==> src/rtl/eprom_rd_pkg.sv <==
`timescale 1ns/1ps
package eprom_rd_pkg;

    typedef enum logic [2:0] {
        S_IDLE,
        S_SETUP,
        S_ADDR_WAIT,
        S_OE_WAIT,
        S_CAPTURE,
        S_FLOAT
    } rd_state_e;

    function automatic int cyc_ceil(input int t_ps, input int clk_ps);
        return (t_ps + clk_ps - 1) / clk_ps;
    endfunction

endpackage

==> src/rtl/rd_timer.sv <==
`timescale 1ns/1ps
module rd_timer #(
    parameter int W = 4
) (
    input  logic         clk,
    input  logic         rst_n,
    input  logic         load,
    input  logic [W-1:0] load_val,
    output logic         zero
);
    logic [W-1:0] cnt_q;

    always_ff @(posedge clk or negedge rst_n) begin
        if (!rst_n)
            cnt_q <= '0;
        else if (load)
            cnt_q <= load_val;
        else if (cnt_q != '0)
            cnt_q <= cnt_q - 1'b1;
    end

    assign zero = (cnt_q == '0);
endmodule

==> src/rtl/rd_ce_decode.sv <==
`timescale 1ns/1ps
module rd_ce_decode #(
    parameter int NUM_DEV = 4,
    parameter int SEL_W   = 2
) (
    input  logic [SEL_W-1:0]   sel,
    input  logic               en,
    output logic [NUM_DEV-1:0] ce_n
);
    for (genvar i = 0; i < NUM_DEV; i++) begin : g_ce
        assign ce_n[i] = !(en && (sel == SEL_W'(i)));
    end
endmodule

==> src/rtl/eprom_rd_ctrl.sv <==
`timescale 1ns/1ps
module eprom_rd_ctrl
    import eprom_rd_pkg::*;
#(
    parameter int NUM_DEV  = 4,
    parameter int DEV_AW   = 18,
    parameter int DW       = 8,
    parameter int CLK_PS   = 20000,
    parameter int T_ACC_PS = 150000,
    parameter int T_OE_PS  = 60000,
    parameter int T_DF_PS  = 50000,
    parameter bit PARK_CE  = 1'b1,
    localparam int SEL_W   = $clog2(NUM_DEV),
    localparam int HAW     = DEV_AW + SEL_W
) (
    input  logic               clk,
    input  logic               rst_n,
    input  logic               req,
    input  logic [HAW-1:0]     addr,
    output logic               ack,
    output logic [DW-1:0]      rdata,
    output logic               busy,
    output logic [DEV_AW-1:0]  mem_addr,
    output logic [NUM_DEV-1:0] mem_ce_n,
    output logic               mem_oe_n,
    input  logic [DW-1:0]      mem_dq
);
    // cycle counts from the access-time parameters
    localparam int ACC_CYC = cyc_ceil(T_ACC_PS, CLK_PS);
    localparam int OE_CYC  = (cyc_ceil(T_OE_PS, CLK_PS) > 0) ? cyc_ceil(T_OE_PS, CLK_PS) : 1;
    localparam int DF_CYC  = (cyc_ceil(T_DF_PS, CLK_PS) > 0) ? cyc_ceil(T_DF_PS, CLK_PS) : 1;
    localparam int PRE_CYC = (ACC_CYC > OE_CYC) ? ACC_CYC - OE_CYC : 0;
    localparam int W_ADDR  = (PRE_CYC > 1) ? PRE_CYC - 1 : 0;
    localparam int MAXC    = (ACC_CYC > DF_CYC) ? ACC_CYC : DF_CYC;
    localparam int TW      = $clog2(MAXC + 1);
    localparam logic [TW-1:0] LD_ADDR = TW'((W_ADDR > 0) ? W_ADDR - 1 : 0);
    localparam logic [TW-1:0] LD_OE   = TW'(OE_CYC - 1);
    localparam logic [TW-1:0] LD_DF   = TW'(DF_CYC - 1);

    rd_state_e          state_q, state_d;
    logic [DEV_AW-1:0]  addr_q;
    logic [SEL_W-1:0]   sel_q;
    logic               park_q;
    logic [DW-1:0]      rdata_q;
    logic               ack_q;
    logic               accept;
    logic               tmr_load;
    logic [TW-1:0]      tmr_val;
    logic               tmr_zero;
    logic               ce_en;

    assign accept = (state_q == S_IDLE) && req;

    rd_timer #(.W(TW)) u_timer (
        .clk      (clk),
        .rst_n    (rst_n),
        .load     (tmr_load),
        .load_val (tmr_val),
        .zero     (tmr_zero)
    );

    // next state and timer loads
    always_comb begin
        state_d  = state_q;
        tmr_load = 1'b0;
        tmr_val  = '0;
        unique case (state_q)
            S_IDLE: begin
                if (req) state_d = S_SETUP;
            end
            S_SETUP: begin
                tmr_load = 1'b1;
                if (W_ADDR > 0) begin
                    state_d = S_ADDR_WAIT;
                    tmr_val = LD_ADDR;
                end else begin
                    state_d = S_OE_WAIT;
                    tmr_val = LD_OE;
                end
            end
            S_ADDR_WAIT: begin
                if (tmr_zero) begin
                    state_d  = S_OE_WAIT;
                    tmr_load = 1'b1;
                    tmr_val  = LD_OE;
                end
            end
            S_OE_WAIT: begin
                if (tmr_zero) state_d = S_CAPTURE;
            end
            S_CAPTURE: begin
                state_d  = S_FLOAT;
                tmr_load = 1'b1;
                tmr_val  = LD_DF;
            end
            S_FLOAT: begin
                if (tmr_zero) state_d = S_IDLE;
            end
            default: state_d = S_IDLE;
        endcase
    end

    // state register
    always_ff @(posedge clk or negedge rst_n) begin
        if (!rst_n) state_q <= S_IDLE;
        else        state_q <= state_d;
    end

    // request latch and capture path
    always_ff @(posedge clk or negedge rst_n) begin
        if (!rst_n) begin
            addr_q  <= '0;
            sel_q   <= '0;
            park_q  <= 1'b0;
            rdata_q <= '0;
            ack_q   <= 1'b0;
        end else begin
            ack_q <= (state_q == S_CAPTURE);
            if (accept) begin
                addr_q <= addr[DEV_AW-1:0];
                sel_q  <= addr[HAW-1:DEV_AW];
                park_q <= 1'b1;
            end
            if (state_q == S_CAPTURE) rdata_q <= mem_dq;
        end
    end

    if (PARK_CE) begin : g_park
        assign ce_en = park_q;
    end else begin : g_nopark
        assign ce_en = (state_q != S_IDLE);
    end

    rd_ce_decode #(.NUM_DEV(NUM_DEV), .SEL_W(SEL_W)) u_dec (
        .sel  (sel_q),
        .en   (ce_en),
        .ce_n (mem_ce_n)
    );

    // outputs
    always_comb begin
        busy     = (state_q != S_IDLE);
        mem_oe_n = !((state_q == S_OE_WAIT) || (state_q == S_CAPTURE));
        mem_addr = addr_q;
        ack      = ack_q;
        rdata    = rdata_q;
    end

    assert_single_ce_R8: assert property (@(posedge clk) disable iff (!rst_n)
        $onehot0(~mem_ce_n));

    assert_oe_needs_ce_R9: assert property (@(posedge clk) disable iff (!rst_n)
        !mem_oe_n |-> ($countones(~mem_ce_n) == 1));

    assert_ack_pulse_R5: assert property (@(posedge clk) disable iff (!rst_n)
        ack |=> !ack);

    assert_ack_in_float_R6: assert property (@(posedge clk) disable iff (!rst_n)
        ack |-> (busy && mem_oe_n));

    assert_addr_hold_R4: assert property (@(posedge clk) disable iff (!rst_n)
        (busy && $past(busy)) |-> ($stable(mem_addr) && $stable(mem_ce_n)));

    assert_ce_fall_after_idle_R6: assert property (@(posedge clk) disable iff (!rst_n)
        (|(~mem_ce_n & $past(mem_ce_n))) |-> !$past(busy));
endmodule

==> config.mk <==
export PLATFORM = sky130hd
export DESIGN_NAME = eprom_rd_ctrl
export DESIGN_NICKNAME = d
export VERILOG_FILES = /design/src/rtl/eprom_rd_pkg.sv /design/src/rtl/rd_timer.sv /design/src/rtl/rd_ce_decode.sv /design/src/rtl/eprom_rd_ctrl.sv
export SDC_FILE = /design/constraint.sdc
export NUM_CORES = 1
export LEC_CHECK = 0
export BUFFER_PORTS_ARGS = -buffer_cell sky130_fd_sc_hd__buf_2
export CAP_MARGIN = 20
export CELL_PAD_IN_SITES_DETAIL_PLACEMENT = 0
export CELL_PAD_IN_SITES_GLOBAL_PLACEMENT = 1
export CORE_MARGIN = 2
export CORE_UTILIZATION = 38
export CTS_CLUSTER_SIZE = 14
export DETAILED_ROUTE_END_ITERATION = 8
export PLACE_DENSITY = 0.86
export SLEW_MARGIN = 20
export SYNTH_ARGS = -nofsm -noshare
export SYNTH_HDL_FRONTEND = slang
export SYNTH_SLANG_ARGS = --single-unit
==> constraint.sdc <==
create_clock -name clk -period 2 [get_ports clk]
set_input_delay 0.1 -clock clk [delete_from_list [all_inputs] [get_ports clk]]
set_output_delay 0.1 -clock clk [all_outputs]
set_load 0.01 [all_outputs]
* Word level (Yosys, flattened, before mapping)
Cells that the tools add are included.
** Word-level totals
- Register bits :: 37
- Input port bits :: 31
- Output and inout port bits :: 33
- Word-level logic and storage cells :: 50
** Cells by class
- Add/sub/neg operators :: 1
- Equality and inequality tests :: 12
- Muxes and demuxes :: 11
- Reductions and logical operators :: 19
** Operator list (number)
- $pmux W3 S6 :: 1
- $mux W3 :: 4
- $mux W4 :: 2
- $ne A2 B2 Y1 const B :: 4
- $eq A3 B2 Y1 const B :: 2
- $eq A3 B3 Y1 const B :: 2
- $pmux W2 S3 :: 1
- $logic_and A1 B1 Y1 :: 5
- $logic_not A1 Y1 :: 5
- $eq A2 B2 Y1 const B :: 2
- $logic_not A4 Y1 :: 1
- $reduce_and A4 Y1 :: 1
- $reduce_bool A4 Y1 :: 1
- $sub A4 B1 Y4 const B :: 1
- $eq A3 B1 Y1 const B :: 1
- $logic_not A3 Y1 :: 1
- $reduce_bool A3 Y1 :: 1
- $eq A2 B1 Y1 const B :: 1
- $logic_not A2 Y1 :: 1
- $mux W2 :: 1
- $pmux W1 S2 :: 1
- $reduce_bool A2 Y1 :: 1
- $reduce_or A2 Y1 :: 1
- $logic_or A1 B1 Y1 :: 1
- $mux W1 :: 1

* Logic depth before layout (Yosys ltp)
- Depth in word-level cells :: 4
- Gate-level depth with buffers :: 5
- Depth with buffers taken out :: 5

* Modules after synthesis
A second synthesis with hierarchy kept.
** Second synthesis, totals
- Cell total of the unflattened synthesis :: 113
- Area, all modules :: 1680.4 um2
** By module, submodules not included
- eprom_rd_ctrl :: instances 1, cells an instance 87, area an instance 1417.6 um2, seq. area each 825.8 um2
- rd_timer :: instances 1, cells an instance 22, area an instance 234.0 um2, seq. area each 100.1 um2
- rd_ce_decode :: instances 1, cells an instance 4, area an instance 28.8 um2, seq. area each 0.0 um2

* Worst setup path before layout
No wires, ideal clock.
- Path kind :: register to register
- Start :: reg state_q[1]
- End :: reg addr_q[0] (netlist: mem_addr[0])
- Library setup time :: 0.125 ns
- Arrival :: 1.480 ns
- Data required time :: 1.875 ns
- Slack :: 0.395 ns
- Cell stages (with the launch flop) :: 6
- Path buffers :: 2
- Period minus slack after synthesis :: 1.605 ns
- Path through :: dfrtp_1 -> buf_6 -> or3_4 -> nor2_8 -> buf_12 -> mux2_4
** Between the ends
- Word-level cells in the longest chain between the ends :: 2
** Ends and longest elaborated chain
- from (decl) :: line eprom_rd_ctrl.sv:40 : rd_state_e state_q, state_d;
- from (signal assigned) :: line eprom_rd_ctrl.sv:106 : else state_q <= state_d;
- $logic_not A3 Y1 :: line eprom_rd_ctrl.sv:52 : assign accept = (state_q == S_IDLE) && req;
- $logic_and A1 B1 Y1 :: line eprom_rd_ctrl.sv:52
- to (signal assigned) :: line eprom_rd_ctrl.sv:120 : addr_q <= addr[DEV_AW-1:0];
- to (decl) :: line eprom_rd_ctrl.sv:41 : logic [DEV_AW-1:0] addr_q;
No other way between the ends.
A chain may end at the register's enable or synchronous reset.

* Worst setup path after layout
- Start :: reg state_q[2]
- End :: out mem_oe_n
** Between the ends
- Word-level cells in the longest chain between the ends :: 3
- Elaborated cells on any way between the ends :: 4
- Classes of those cells :: eq/ne (2); reduce/logical (2)
** Ends and longest elaborated chain
- $eq A3 B2 Y1 / $eq A3 B3 Y1 (equally long branches) :: line eprom_rd_ctrl.sv:143 : mem_oe_n = !((state_q == S_OE_WAIT) || (state_q == S_CAPTURE));
- $logic_or A1 B1 Y1 * :: line eprom_rd_ctrl.sv:143
- $logic_not A1 Y1 * :: line eprom_rd_ctrl.sv:143
- to (decl) :: line eprom_rd_ctrl.sv:25 : output logic mem_oe_n,
Mark *: on every way between the ends. The rest lies on a longest branch, timed or not.

==> results.py <==
metrics = {
    "outcome": {
        "outcome": "completed",
    },
    "grt": {
        "gr-usage-all-layers_pct": 13.4,
        "grt_first_pass_wirelength_um": 5350,
        "grt_max_degree": 38,
        "grt_pass1_vias": 1139,
        "grt_antenna_before_repair": 0,
        "grt-ovfl-total": 0,
    },
    "clocking": {
        "cts_buffer_depth": 2,
        "cts_buffers": 5,
        "holdBufCountCts": 1,
        "clkTransAtPathRegs_ps": 80,
        "post-cts-setup-buffer-count": 0,
        "htreeDepth": 2,
        "cts_tree": "yes",
        "clock_latency_ps": 290,
        "cts_sinks": 37,
        "cts_root_buf": "clkbuf_8",
        "ctsResizeCount": 0,
    },
    "route": {
        "ant_nets": 0,
        "routed_wl_um": 3080,
        "drtPass1Iterations": 4,
        "vias_per_cell": 4.83,
        "vias": 1141,
        "routedWlPerCell_um": 13.0,
        "drt_iter0_markers": 52,
        "drc": 0,
    },
    "pwr": {
        "power_density_mw_per_mm2": 1460,
        "peakVddDrop_v": 0.000669,
        "static-leakage-power_nw": 1.05,
    },
    "finish": {
        "finalNetCount": 216,
        "fin_area_mm2": 0.00215,
        "n_antenna_cell": 0,
        "drive_gt1_share_pct": 60.3,
        "areaGrowthSynthToFinish_pct": 27.1,
        "final_util_pct": 49.7,
        "nFillCells": 402,
    },
    "synthesis": {
        "synth_xor_area_share_pct": 1.55,
        "synth-main-ff-cell": "dfrtp_1",
        "synth_cell_types": 35,
        "synth-compound-area-share_pct": 5.84,
        "synthArstFlopShare_pct": 100,
        "synth_top_family_by_area": "multiplexers",
        "synth_edf_count": 0,
        "synthSimpleGateAreaFrac_pct": 8.43,
        "ys_ff_latch": 37,
        "ys_seq_area_share_pct": 54.7,
        "syn_avg_cell_area_um2": 15.0,
        "syn_nets": 146,
        "netlist_area_mm2": 0.00169,
        "synth_cells": 113,
        "ys_warn_count": 0,
        "yosys.area_share.adder_pct": 1.48,
        "synth.area.mux_share_pct": 23.5,
    },
    "floorplanning": {
        "core_mm2": 0.00432,
        "fp.dieH_um": 70.7,
        "rows": 24,
        "die_area_mm2": 0.00500,
        "io_pins": 64,
        "fp.dieW_um": 70.7,
        "start_util_pct": 39.1,
    },
    "sta": {
        "finalCritPeriodShare_pct": 83.5,
        "skew_ps": 8.54,
        "worst_slew_pin_slew_ps": 809,
        "finalWorstSetupSlack_ps": 330,
        "setup_tns_ps": 0,
        "drv_slew": 0,
        "hold_viol": 0,
        "min_period_ps": 1670,
        "max_freq_ghz": 0.599,
        "finalSetupViolCount": 0,
        "max_slew_margin_pct": 46.1,
        "rsz0062_at_grt": "false",
    },
    "worst_setup_path": {
        "worstPathArrival_ps": 1570,
        "crit_fanout": 11,
        "cp_data_required_time_ps": 1900,
        "cpPeakStageDelay_ps": 540,
        "path_cells": "nand2b_1, nor2_2, a21oi_1, buf_2",
        "crit_type": "reg2out",
        "end_kind": "output port",
        "slowest_stage": "dfrtp_1",
        "r2r_start": "state_q[2]$_DFFE_PN0P_",
        "startpoint_type": "register",
        "worstSetupStartpoint": "state_q[2]$_DFFE_PN0P_",
    },
    "placement": {
        "gp_congestion": 0.748,
        "post-place-ws_ps": 357,
        "dpl.hpwl_um": 2190,
        "port_buffers": 63,
        "post_dp_cell_area_mm2": 0.00205,
    },
    "min_path": {
        "worstHoldStart": "mem_dq[5]",
        "hold_path.class": "in2reg",
    },
    "run": {
        "cap_violations": 0,
    },
}
-- synth_stat cells, types with 2 or more instances --
master / count / area share, %
buf_12: 2 / 2.4
dfrtp_1: 37 / 55
ha_1: 2 / 1.5
inv_1: 4 / 0.89
mux2_2: 10 / 6.7
mux2_4: 19 / 17
nand2b_1: 2 / 0.74
nand3b_1: 2 / 0.89
nor2_1: 4 / 0.89
o211ai_1: 2 / 0.89
o21bai_1: 2 / 0.89
or3b_2: 2 / 1.0
xnor2_1: 3 / 1.6
-- report_power, final --
group	leakage, nW	internal, W	switching, W	total [W]
Sequential	0.437	0.00109	0.000223	0.00131
Combinational	0.568	0.000776	0.000565	0.00134
Clock	0.0439	0.000240	0.000260	0.000500
-- cells in the final DEF (no fill, tap or decap), types with 2 or more instances in the layout --
cell,n
nand2b_1,2
mux2_2,10
xnor2_1,3
o211ai_1,2
dfrtp_1,37
buf_4,3
ha_1,2
nor2_1,4
clkbuf_8,5
inv_1,4
or3b_2,2
mux2_4,19
o21bai_1,2
clkinv_2,2
buf_2,63
nand3b_1,2
-- worst paths after layout --
path / endpoint / cells after the start / slack (ps)
min in group asynchronous: rdata[3]$_DFFE_PN0P_ / 2 / 470
max in group asynchronous: mem_addr[0]$_DFFE_PN0P_ / 2 / 1020
worst max-delay path: mem_oe_n / 4 / 330
worst min register to register: mem_addr[11]$_DFFE_PN0P_ / 1 / 510
worst min-delay path: rdata[5]$_DFFE_PN0P_ / 2 / 40
worst max register to register: mem_addr[13]$_DFFE_PN0P_ / 4 / 330
-- cells by family after synthesis --
group,after synthesis
simple gates,20
compound gates,13
mux,29
buf+inv,9
flops,37
fa+ha+maj,2
xor+xnor,3
-- routing by layer --
| layer | track usage (%) | up-vias | share of wire (%) |
|---|---|---|---|
| li1 | - | 542 | - |
| met1 | 19.0 | 572 | 47 |
| met2 | 19.6 | 23 | 48 |
| met3 | 4.42 | 4 | 4.3 |
| met4 | 3.77 | 0 | 1.0 |
| met5 | 0 | - | 0 |
-- area by class of cell --
| class | instances | area, µm² | area share, % |
|---|---|---|---|
| inverter | 4 | 15.0 | 0.698 |
| clock buffer | 5 | 68.8 | 3.20 |
| timing repair buffer | 68 | 368 | 17.1 |
| multi-input combinational | 67 | 691 | 32.1 |
| tap | 52 | 65.1 | 3.03 |
| clock inverter | 3 | 17.5 | 0.814 |
| sequential | 37 | 926 | 43.0 |
-- sequential cells by signal (all words and copies together), names as in the netlist --
register,count
ack,1
mem_addr,18
u_timer.cnt_q,4
rdata,8
sel_q,2
state_q,3
ce_en,1
-- per-stage QoR --
step | hold WS (ps) | power [W] | cells
finish | 42.6 | 0.00315 | 236
detailed placement | 253 | 0.00268 | 227
global placement | 245 | 0.00265 | 227
CTS | 30.3 | 0.00320 | 236
floorplan | -196 | 0.00221 | 113
global route | 29.3 | 0.00340 | 236
-- critical path: cells and delay by family, from the launching register on --
family                 cells  cell delay, ps
buffers and inverters      1             160
flip-flops                 1             540
AO/OA/AOI/OAI              1              70
AND/OR/NAND/NOR            2             520
(Power assumes the default switching activity.)
